$ cat src/rtl/hh_map_pkg.sv
package hh_map_pkg;
  localparam int NTGT = 10;

  typedef enum logic [3:0] {
    T_ROM0, T_ROMX, T_VRAM, T_XRAM, T_WRAM0,
    T_WRAMX, T_OAM, T_IO, T_HRAM, T_IE
  } tgt_e;

  typedef enum logic [2:0] {
    OK_NONE, OK_CMD, OK_W14, OK_W13, OK_W12, OK_BANK, OK_W8, OK_W7
  } offKind_e;

  typedef struct packed {
    logic     hit;
    tgt_e     tgt;
    logic     mbcCmd;
    logic     blocked;
    logic     blockedRd;
    offKind_e offKind;
  } mapCtl_t;
endpackage

$ cat src/rtl/hh_map_ctrl.sv
module hh_map_ctrl
  import hh_map_pkg::*;
(
  input  logic        clk,
  input  logic        rstN,
  input  logic [15:0] busAddr,
  input  logic        busRd,
  input  logic        busWr,
  input  logic [1:0]  vidMode,
  output mapCtl_t     ctl
);
  logic       access;
  logic [3:0] hi;

  assign access = busRd | busWr;
  assign hi     = busAddr[15:12];

  always_comb begin
    ctl         = '0;
    ctl.tgt     = T_ROM0;
    ctl.offKind = OK_NONE;
    if (access) begin
      if (!hi[3]) begin
        if (busWr) begin
          ctl.mbcCmd  = 1'b1;
          ctl.offKind = OK_CMD;
        end else begin
          ctl.hit     = 1'b1;
          ctl.tgt     = hi[2] ? T_ROMX : T_ROM0;
          ctl.offKind = OK_W14;
        end
      end else begin
        unique case (hi)
          4'h8, 4'h9: begin ctl.hit = 1'b1; ctl.tgt = T_VRAM;  ctl.offKind = OK_W13; end
          4'hA, 4'hB: begin ctl.hit = 1'b1; ctl.tgt = T_XRAM;  ctl.offKind = OK_W13; end
          4'hC, 4'hE: begin ctl.hit = 1'b1; ctl.tgt = T_WRAM0; ctl.offKind = OK_W12; end
          4'hD:       begin ctl.hit = 1'b1; ctl.tgt = T_WRAMX; ctl.offKind = OK_BANK; end
          default: begin
            if (busAddr[11:9] != 3'b111) begin
              ctl.hit = 1'b1; ctl.tgt = T_WRAMX; ctl.offKind = OK_BANK;
            end else if (!busAddr[8]) begin
              if (busAddr[7:0] < 8'hA0 && vidMode < 2'd2) begin
                ctl.hit = 1'b1; ctl.tgt = T_OAM; ctl.offKind = OK_W8;
              end else begin
                ctl.blocked = 1'b1;
              end
            end else if (!busAddr[7]) begin
              ctl.hit = 1'b1; ctl.tgt = T_IO; ctl.offKind = OK_W7;
            end else if (busAddr[6:0] == 7'h7F) begin
              ctl.hit = 1'b1; ctl.tgt = T_IE;
            end else begin
              ctl.hit = 1'b1; ctl.tgt = T_HRAM; ctl.offKind = OK_W7;
            end
          end
        endcase
      end
      ctl.blockedRd = ctl.blocked & ~busWr;
    end
  end


  oam_gate_chk: assert property (@(posedge clk) disable iff (!rstN)
    (ctl.hit && ctl.tgt == T_OAM) |-> (vidMode < 2'd2 && busAddr[15:8] == 8'hFE));

  idle_quiet_chk: assert property (@(posedge clk) disable iff (!rstN)
    !(busRd || busWr) |-> !(ctl.hit || ctl.mbcCmd || ctl.blocked));
endmodule

$ cat src/rtl/hh_map_dp.sv
module hh_map_dp
  import hh_map_pkg::*;
#(
  parameter int BANK_W = 3,
  parameter int FILL_W = 8,
  parameter int OFF_W  = 15
) (
  input  logic              clk,
  input  logic              rstN,
  input  mapCtl_t           ctl,
  input  logic [15:0]       busAddr,
  input  logic              bankLoad,
  input  logic [BANK_W-1:0] bankVal,
  output logic [NTGT-1:0]   tgtSel,
  output logic [OFF_W-1:0]  tgtOffset,
  output logic              mbcWr,
  output logic [FILL_W-1:0] rdFill,
  output logic [BANK_W-1:0] wramBank,
  output logic              errPulse
);
  logic [BANK_W-1:0] bankQ;
  logic              errQ;

  for (genvar i = 0; i < NTGT; i++) begin : g_sel
    assign tgtSel[i] = ctl.hit && (ctl.tgt == tgt_e'(i));
  end

  always_comb begin
    unique case (ctl.offKind)
      OK_CMD:  tgtOffset = OFF_W'(busAddr[14:0]);
      OK_W14:  tgtOffset = OFF_W'(busAddr[13:0]);
      OK_W13:  tgtOffset = OFF_W'(busAddr[12:0]);
      OK_W12:  tgtOffset = OFF_W'(busAddr[11:0]);
      OK_BANK: tgtOffset = OFF_W'({bankQ, busAddr[11:0]});
      OK_W8:   tgtOffset = OFF_W'(busAddr[7:0]);
      OK_W7:   tgtOffset = OFF_W'(busAddr[6:0]);
      default: tgtOffset = '0;
    endcase
  end

  always_ff @(posedge clk or negedge rstN) begin
    if (!rstN) begin
      bankQ <= BANK_W'(1);
      errQ  <= 1'b0;
    end else begin
      errQ <= ctl.blocked;
      if (bankLoad) bankQ <= (bankVal == '0) ? BANK_W'(1) : bankVal;
    end
  end

  assign mbcWr    = ctl.mbcCmd;
  assign rdFill   = ctl.blockedRd ? '1 : '0;
  assign wramBank = bankQ;
  assign errPulse = errQ;


  bank_nonzero_chk: assert property (@(posedge clk) disable iff (!rstN)
    wramBank != '0);

  bank_load_chk: assert property (@(posedge clk) disable iff (!rstN)
    (bankLoad && bankVal != '0) |=> wramBank == $past(bankVal));

  err_follow_chk: assert property (@(posedge clk) disable iff (!rstN)
    ctl.blocked |=> errPulse);

  err_quiet_chk: assert property (@(posedge clk) disable iff (!rstN)
    !ctl.blocked |=> !errPulse);

  mbc_excl_chk: assert property (@(posedge clk) disable iff (!rstN)
    mbcWr |-> tgtSel == '0);

  sel_onehot_chk: assert property (@(posedge clk) disable iff (!rstN)
    $onehot0(tgtSel));
endmodule

$ cat src/rtl/hh_map_decoder.sv
module hh_map_decoder
  import hh_map_pkg::*;
#(
  parameter int BANK_W = 3,
  parameter int FILL_W = 8,
  localparam int OFF_W = (12 + BANK_W > 15) ? 12 + BANK_W : 15
) (
  input  logic              clk,
  input  logic              rstN,
  input  logic [15:0]       busAddr,
  input  logic              busRd,
  input  logic              busWr,
  input  logic [1:0]        vidMode,
  input  logic              bankLoad,
  input  logic [BANK_W-1:0] bankVal,
  output logic [NTGT-1:0]   tgtSel,
  output logic [OFF_W-1:0]  tgtOffset,
  output logic              mbcWr,
  output logic [FILL_W-1:0] rdFill,
  output logic [BANK_W-1:0] wramBank,
  output logic              errPulse
);
  mapCtl_t ctl;

  hh_map_ctrl u_ctrl (
    .clk(clk), .rstN(rstN), .busAddr(busAddr), .busRd(busRd),
    .busWr(busWr), .vidMode(vidMode), .ctl(ctl)
  );

  hh_map_dp #(.BANK_W(BANK_W), .FILL_W(FILL_W), .OFF_W(OFF_W)) u_dp (
    .clk(clk), .rstN(rstN), .ctl(ctl), .busAddr(busAddr),
    .bankLoad(bankLoad), .bankVal(bankVal), .tgtSel(tgtSel),
    .tgtOffset(tgtOffset), .mbcWr(mbcWr), .rdFill(rdFill),
    .wramBank(wramBank), .errPulse(errPulse)
  );
endmodule

$ cat config.mk
export PLATFORM = sky130hd
export DESIGN_NAME = hh_map_decoder
export DESIGN_NICKNAME = d
export VERILOG_FILES = /design/src/rtl/hh_map_pkg.sv /design/src/rtl/hh_map_ctrl.sv /design/src/rtl/hh_map_dp.sv /design/src/rtl/hh_map_decoder.sv
export SDC_FILE = /design/constraint.sdc
export NUM_CORES = 1
export LEC_CHECK = 0
export CAP_MARGIN = 20
export CORE_UTILIZATION = 30
export CTS_BUF_LIST = sky130_fd_sc_hd__clkbuf_2
export CTS_CLUSTER_SIZE = 16
export DETAILED_ROUTE_END_ITERATION = 10
export GPL_TIMING_DRIVEN = 0
export PLACE_DENSITY_LB_ADDON = 0.3
export SYNTH_ARGS = -nofsm -noshare
export SYNTH_HDL_FRONTEND = slang
export SYNTH_SLANG_ARGS = --single-unit
$ cat constraint.sdc
create_clock -name clk -period 1.8 [get_ports clk]
set_input_delay 0.27 -clock clk [delete_from_list [all_inputs] [get_ports clk]]
set_output_delay 0.27 -clock clk [all_outputs]
set_load 0.005 [all_outputs]
== Yosys cells after proc, flatten, opt, wreduce, memory -nomap -nowiden ==
Index checks and enable logic that the tools add are counted.

* Register bits after elaboration: 4
* Input port bits: 26
* Output and inout bits: 38
* Word-level logic and storage cells: 79

* Magnitude comparators: 2
* Equality and inequality tests: 25
* Mux-type cells: 29
* Bitwise gates (word level): 3
* Reductions and logical operators: 18

{| class="wikitable"
|+ Operators by type and width
! cell !! number
|-
| 15-bit case mux with 7 select lines || 1
|-
| 4-bit equality test, second input constant || 9
|-
| 5-bit 2-to-1 mux || 6
|-
| 3-bit 2-to-1 mux || 7
|-
| 5-bit case mux with 4 select lines || 1
|-
| 4-bit by 3-bit equality test with 1-bit output, second input constant || 4
|-
| 3-bit equality test, second input constant || 4
|-
| 1-bit logical AND || 11
|-
| 11-bit 2-to-1 mux || 1
|-
| 1-bit 2-to-1 mux || 10
|-
| 3-bit case mux with 3 select lines || 1
|-
| 4-bit by 2-bit equality test with 1-bit output, second input constant || 2
|-
| 8-bit less-than comparator, second input constant || 1
|-
| 8-bit 2-to-1 mux || 1
|-
| 7-bit equality test, second input constant || 1
|-
| 7-bit OR reduction || 1
|-
| 3-bit by 2-bit equality test with 1-bit output, second input constant || 2
|-
| 2-bit OR reduction || 3
|-
| 4-bit by 1-bit equality test with 1-bit output, second input constant || 1
|-
| 4-bit logical NOT || 1
|-
| 4-bit OR reduction || 1
|-
| 3-bit by 1-bit equality test with 1-bit output, second input constant || 1
|-
| 3-bit logical NOT || 1
|-
| 3-bit inequality test, second input constant || 1
|-
| 5 further kinds || 5
|}

== Logic depth before layout (Yosys ltp) ==
* Depth after elaboration: 12
* Mapped depth: 8
* Gate-level depth less buffers: 7

== By module ==
From an unflattened synthesis, not the netlist that was laid out.

* Cells, all modules: 101
* Area, all modules: 715.7 µm²

{| class="wikitable"
|+ Modules (own cells, without submodules)
! module !! times used !! cells an instance !! area an instance (µm²) !! seq. area each (µm²)
|-
| hh_map_dp || 1 || 58 || 462.9 || 101.3
|-
| hh_map_ctrl || 1 || 43 || 252.7 || 0.0
|}

== Worst setup path before layout ==
Ideal clock, no wire load.

* Path kind: in2out
* Start point: input port busAddr[14]
* End point: output port rdFill[0]
* Data arrival time: 1.533 ns
* Data required time: 1.530 ns
* Path slack: -0.003 ns
* Cell stages on the path: 5
* Buffers on the path: 2
* Path through: buf_4 -> a31oi_1 -> nand2_1 -> nor3_1 -> buf_4

{| class="wikitable"
|+ RTL lines
! item !! RTL line !! text
|-
| start, declared || hh_map_decoder.sv:10 || <nowiki>input logic [15:0] busAddr,</nowiki>
|-
| end, declared || hh_map_decoder.sv:19 || <nowiki>output logic [FILL_W-1:0] rdFill,</nowiki>
|}

== Worst setup path in the final report ==
* Start point: input port busAddr[6]
* End point: output port tgtOffset[13]

* Word-level cells in the longest chain between the ends: 10
* Elaborated cells on any way between the ends: 19
* Those cells by class: order compare: 1; eq/ne: 8; mux: 9; reduce/logical: 1

{| class="wikitable"
|+ RTL lines
! item !! RTL line !! text
|-
| 8-bit less-than comparator or 7-bit equality test (tied branches) || hh_map_ctrl.sv:42, hh_map_ctrl.sv:49 ||
|-
| 1-bit logical AND or 3-bit 2-to-1 mux (tied branches) || hh_map_ctrl.sv:42, hh_map_ctrl.sv:49 ||
|-
| 3-bit 2-to-1 mux, on equally long branches || hh_map_ctrl.sv:42, hh_map_ctrl.sv:47 ||
|-
| 3-bit 2-to-1 mux (*) || hh_map_ctrl.sv:41 || <nowiki>end else if (!busAddr[8]) begin</nowiki>
|-
| 3-bit 2-to-1 mux (*) || hh_map_ctrl.sv:39 || <nowiki>if (busAddr[11:9] != 3'b111) begin</nowiki>
|-
| 3-bit case mux with 3 select lines (*) || hh_map_ctrl.sv:33 || <nowiki>unique case (hi)</nowiki>
|-
| 3-bit 2-to-1 mux (*) || hh_map_ctrl.sv:23 || <nowiki>if (!hi[3]) begin</nowiki>
|-
| 11-bit 2-to-1 mux (*) || hh_map_ctrl.sv:22 || <nowiki>if (access) begin</nowiki>
|-
| 3-bit equality test, or another cell as far along || hh_map_dp.sv:29 || <nowiki>unique case (ctl.offKind)</nowiki>
|-
| 15-bit case mux with 7 select lines (*) || hh_map_dp.sv:29 ||
|-
| end, declared || hh_map_decoder.sv:17 || <nowiki>output logic [OFF_W-1:0] tgtOffset,</nowiki>
|}

Every way passes the cells marked *; elsewhere a longest branch is shown, timed or not.

==> out/results.ini <==
[clock_tree]
cts_buffers=3
clockBufferDepth=2
clk_pin_slew_ns=0.06
clock_sinks=4
htreeDepth=1
worstSkewPairLatency_ns=0.20
clockRootBuffer=clkbuf_2
cts_tree=built

[setup_path]
worst-path-buf-inv=3
cp_slowest_cell=or3_4
path_class=in2out
crit_family=compound AO/OA/AOI/OAI gates
worstPathMaxFanout=4
endpoint_kind=output port
worst_ep_required_time_ns=1.53
startpoint_type=input pin
path_depth=8
r2r_cells=1
crit_path_cell_trace=buf_8 > nand4_1 > or3_4 > a31o_4 > a211oi_4 > buf_6 > a22o_1 > buf_2
cpPeakStageDelay_ns=0.44
arrival_ns=1.87

[sta]
worst_slew_pin_slew_ns=0.274
grt_setup_unrepaired=yes
relSlewSlack_pct=81.7
fmax_mhz=468
hold_violations=0
timing.final.crit_period_ns=2.14
clock_skew_ns=0
finalCritPeriodShare_pct=119
setup_violations=26
worst_slack_ns=-0.337
final_max_slew_viol_count=0

[yosys]
synth_area_leaders=buf_4 10%, dfrtp_1 9.5%, nor2_1 6.2%, nand2_1 4.7%, nor2b_1 4.7%
synth-adder-area-share_pct=0
synthFlopType=dfrtp_1
muxShareOfSynthArea_pct=4.27
synth_cells=109
yosysTopAreaCell=buf_4
synth-seq-cells=4
synth_top_family_by_area=compound AO/OA/AOI/OAI gates
synth-simple-area-share_pct=33.7
synth.distinct_cells=41
ys_warn_count=0
syn_area_per_cell_um2=7.25
synthXorXnorAreaFrac_pct=0
yosysSeqAreaShare_pct=12.8
synthesis.nets=135
synth.cell_area_um2=791
synth_compound_area_share_pct=35.9
synth-edff-count=0
yosysMostFrequentCell=nor2_1
synth_top_area_share_pct=10.4
async_reset_ff_share_pct=100
synth.top_cells.by_count=13 x nor2_1, 11 x buf_4, 10 x nand2_1

[die]
fp-row-count=18
die_w_um=53.3
start_util_pct=31.9
core_um2=2480
die_y_um=53.3
design.die.area_um2=2850
ioPinCount=64

[layout]
synthToLayoutAreaGrowth_pct=138
utilization_pct=75.9
nets=234
fin_area_um2=1880
multi_input_area_um2=756
fillers=174
drive_above_1_share_pct=63.3
regArea_um2=101
diodes=0

[placed_design]
place.port_buffers=61
post_dp_cell_area_um2=1440
globalplace.congestion=0.802
dp_slack_ns=-1.10
dpl.hpwl_um=2170

[job]
maxCapViolations=0

[drt]
wl_um=3960
detail-route-antenna-nets=0
drc=0
via_per_inst=5.46
dr.pass1.iters=4
wl_per_cell_um=16.7
vias=1295
drt-initial-drc-count=48

[global_route]
overflow=0
grt_pass1_vias=1154
track_usage_pct=26.3
grt_max_degree=9
grt_pass1_wl_um=5430
antenna_found_initial=0

[pwr]
power_density_nw_per_um2=327
leakagePower_nw=0.920
irDropWorstVdd_v=0.000423
p_total_uw=615

[status]
violations=negative setup slack
outcome=complete, but fails checks

[min_path]
hold_class=in2async

==> per-stage QoR <==
step	cells	hold slack, ns	TNS, ns
2_1_floorplan	109	-0.0256	0
3_3_place_gp	200	0.481	-29.99
3_5_place_dp	200	0.488	-30.39
4_1_cts	233	0.247	-3.31
5_1_grt	237	0.240	-6.40
6_report	237	0.262	-5.31
==> flip-flops by register name, summed over array words and instances, names as in the netlist <==
name and flops:
u_dp.errPulse 1, u_dp.wramBank 3
==> area by class of cell <==
| class | count | share of cell area (%) |
|---|---|---|
| plain buffers | 10 | 5.59 |
| clock buffers | 4 | 1.07 |
| inverters | 6 | 1.20 |
| multi-input cells | 88 | 40.2 |
| flip-flops and latches | 4 | 5.39 |
| well taps | 30 | 2.00 |
| repair buffers | 95 | 44.5 |
==> metal layers <==
metal / GRT usage [%] / part of all wire, % / vias to the layer above / routed length [um]
li1: - / - / 592 / -
met1: 33.0 / 42 / 636 / 1660
met2: 46.3 / 51 / 57 / 2010
met3: 2.30 / 4.9 / 10 / 193
met4: 8.77 / 2.1 / 0 / 85
met5: 0 / 0 / - / 0
==> logic make-up (layout without fill, tap and decap cells) <==
family | Yosys count | in the layout
muxes | 3 | 3
and+or+nand+nor | 51 | 51
buffers and inverters | 17 | 115
DFF | 4 | 4
AOI/OAI and AO/OA | 34 | 34
==> worst paths after layout <==
path	from	to	slack, ns
setup reg to reg	u_dp.wramBank[2]	u_dp.wramBank[2]	1.03
min in group clk	u_dp.wramBank[0]	u_dp.wramBank[0]	0.52
setup / recovery	busAddr[6]	tgtOffset[13]	-0.34
hold reg to reg	u_dp.wramBank[0]	u_dp.wramBank[0]	0.52
hold / removal	rstN	u_dp.wramBank[2]	0.26
max in group asynchronous	rstN	u_dp.wramBank[0]	1.29
==> repair_timing <==
action,CTS,global route
hold buffers,0,0
cloned,1,0
buffers inserted,29,5
pin swaps,26,7
endpoints found under the setup margin,34,31
resized for setup,220,40
==> power by group <==
group          switching [mW]  leakage, nW  total [mW]  internal (mW)
combinational           0.187        0.856       0.412          0.225
sequential            0.00550       0.0479       0.104         0.0986
clock                  0.0400       0.0166      0.0988         0.0588
==> cells in the final DEF (no fill, tap or decap), drive strengths merged, types with 2 or more instances in the layout <==
cell | Yosys | layout
o21ai | 6 | 6
clkbuf | 0 | 6
dlymetal6s2s | 0 | 2
nand2 | 11 | 11
clkdlybuf4s50 | 0 | 14
a22o | 3 | 3
nand2b | 2 | 2
nand3 | 4 | 4
a21oi | 6 | 6
mux2 | 3 | 3
dlygate4sd2 | 0 | 2
a211oi | 2 | 2
a31oi | 3 | 3
a21boi | 2 | 2
o21bai | 2 | 2
dfrtp | 3 | 3
and3 | 2 | 2
nor2b | 8 | 8
nor3 | 3 | 3
nor2 | 13 | 13
nand4 | 4 | 4
buf | 11 | 85
o21a | 2 | 2
inv | 6 | 6
No activity file was read; power rests on OpenSTA's default activity.
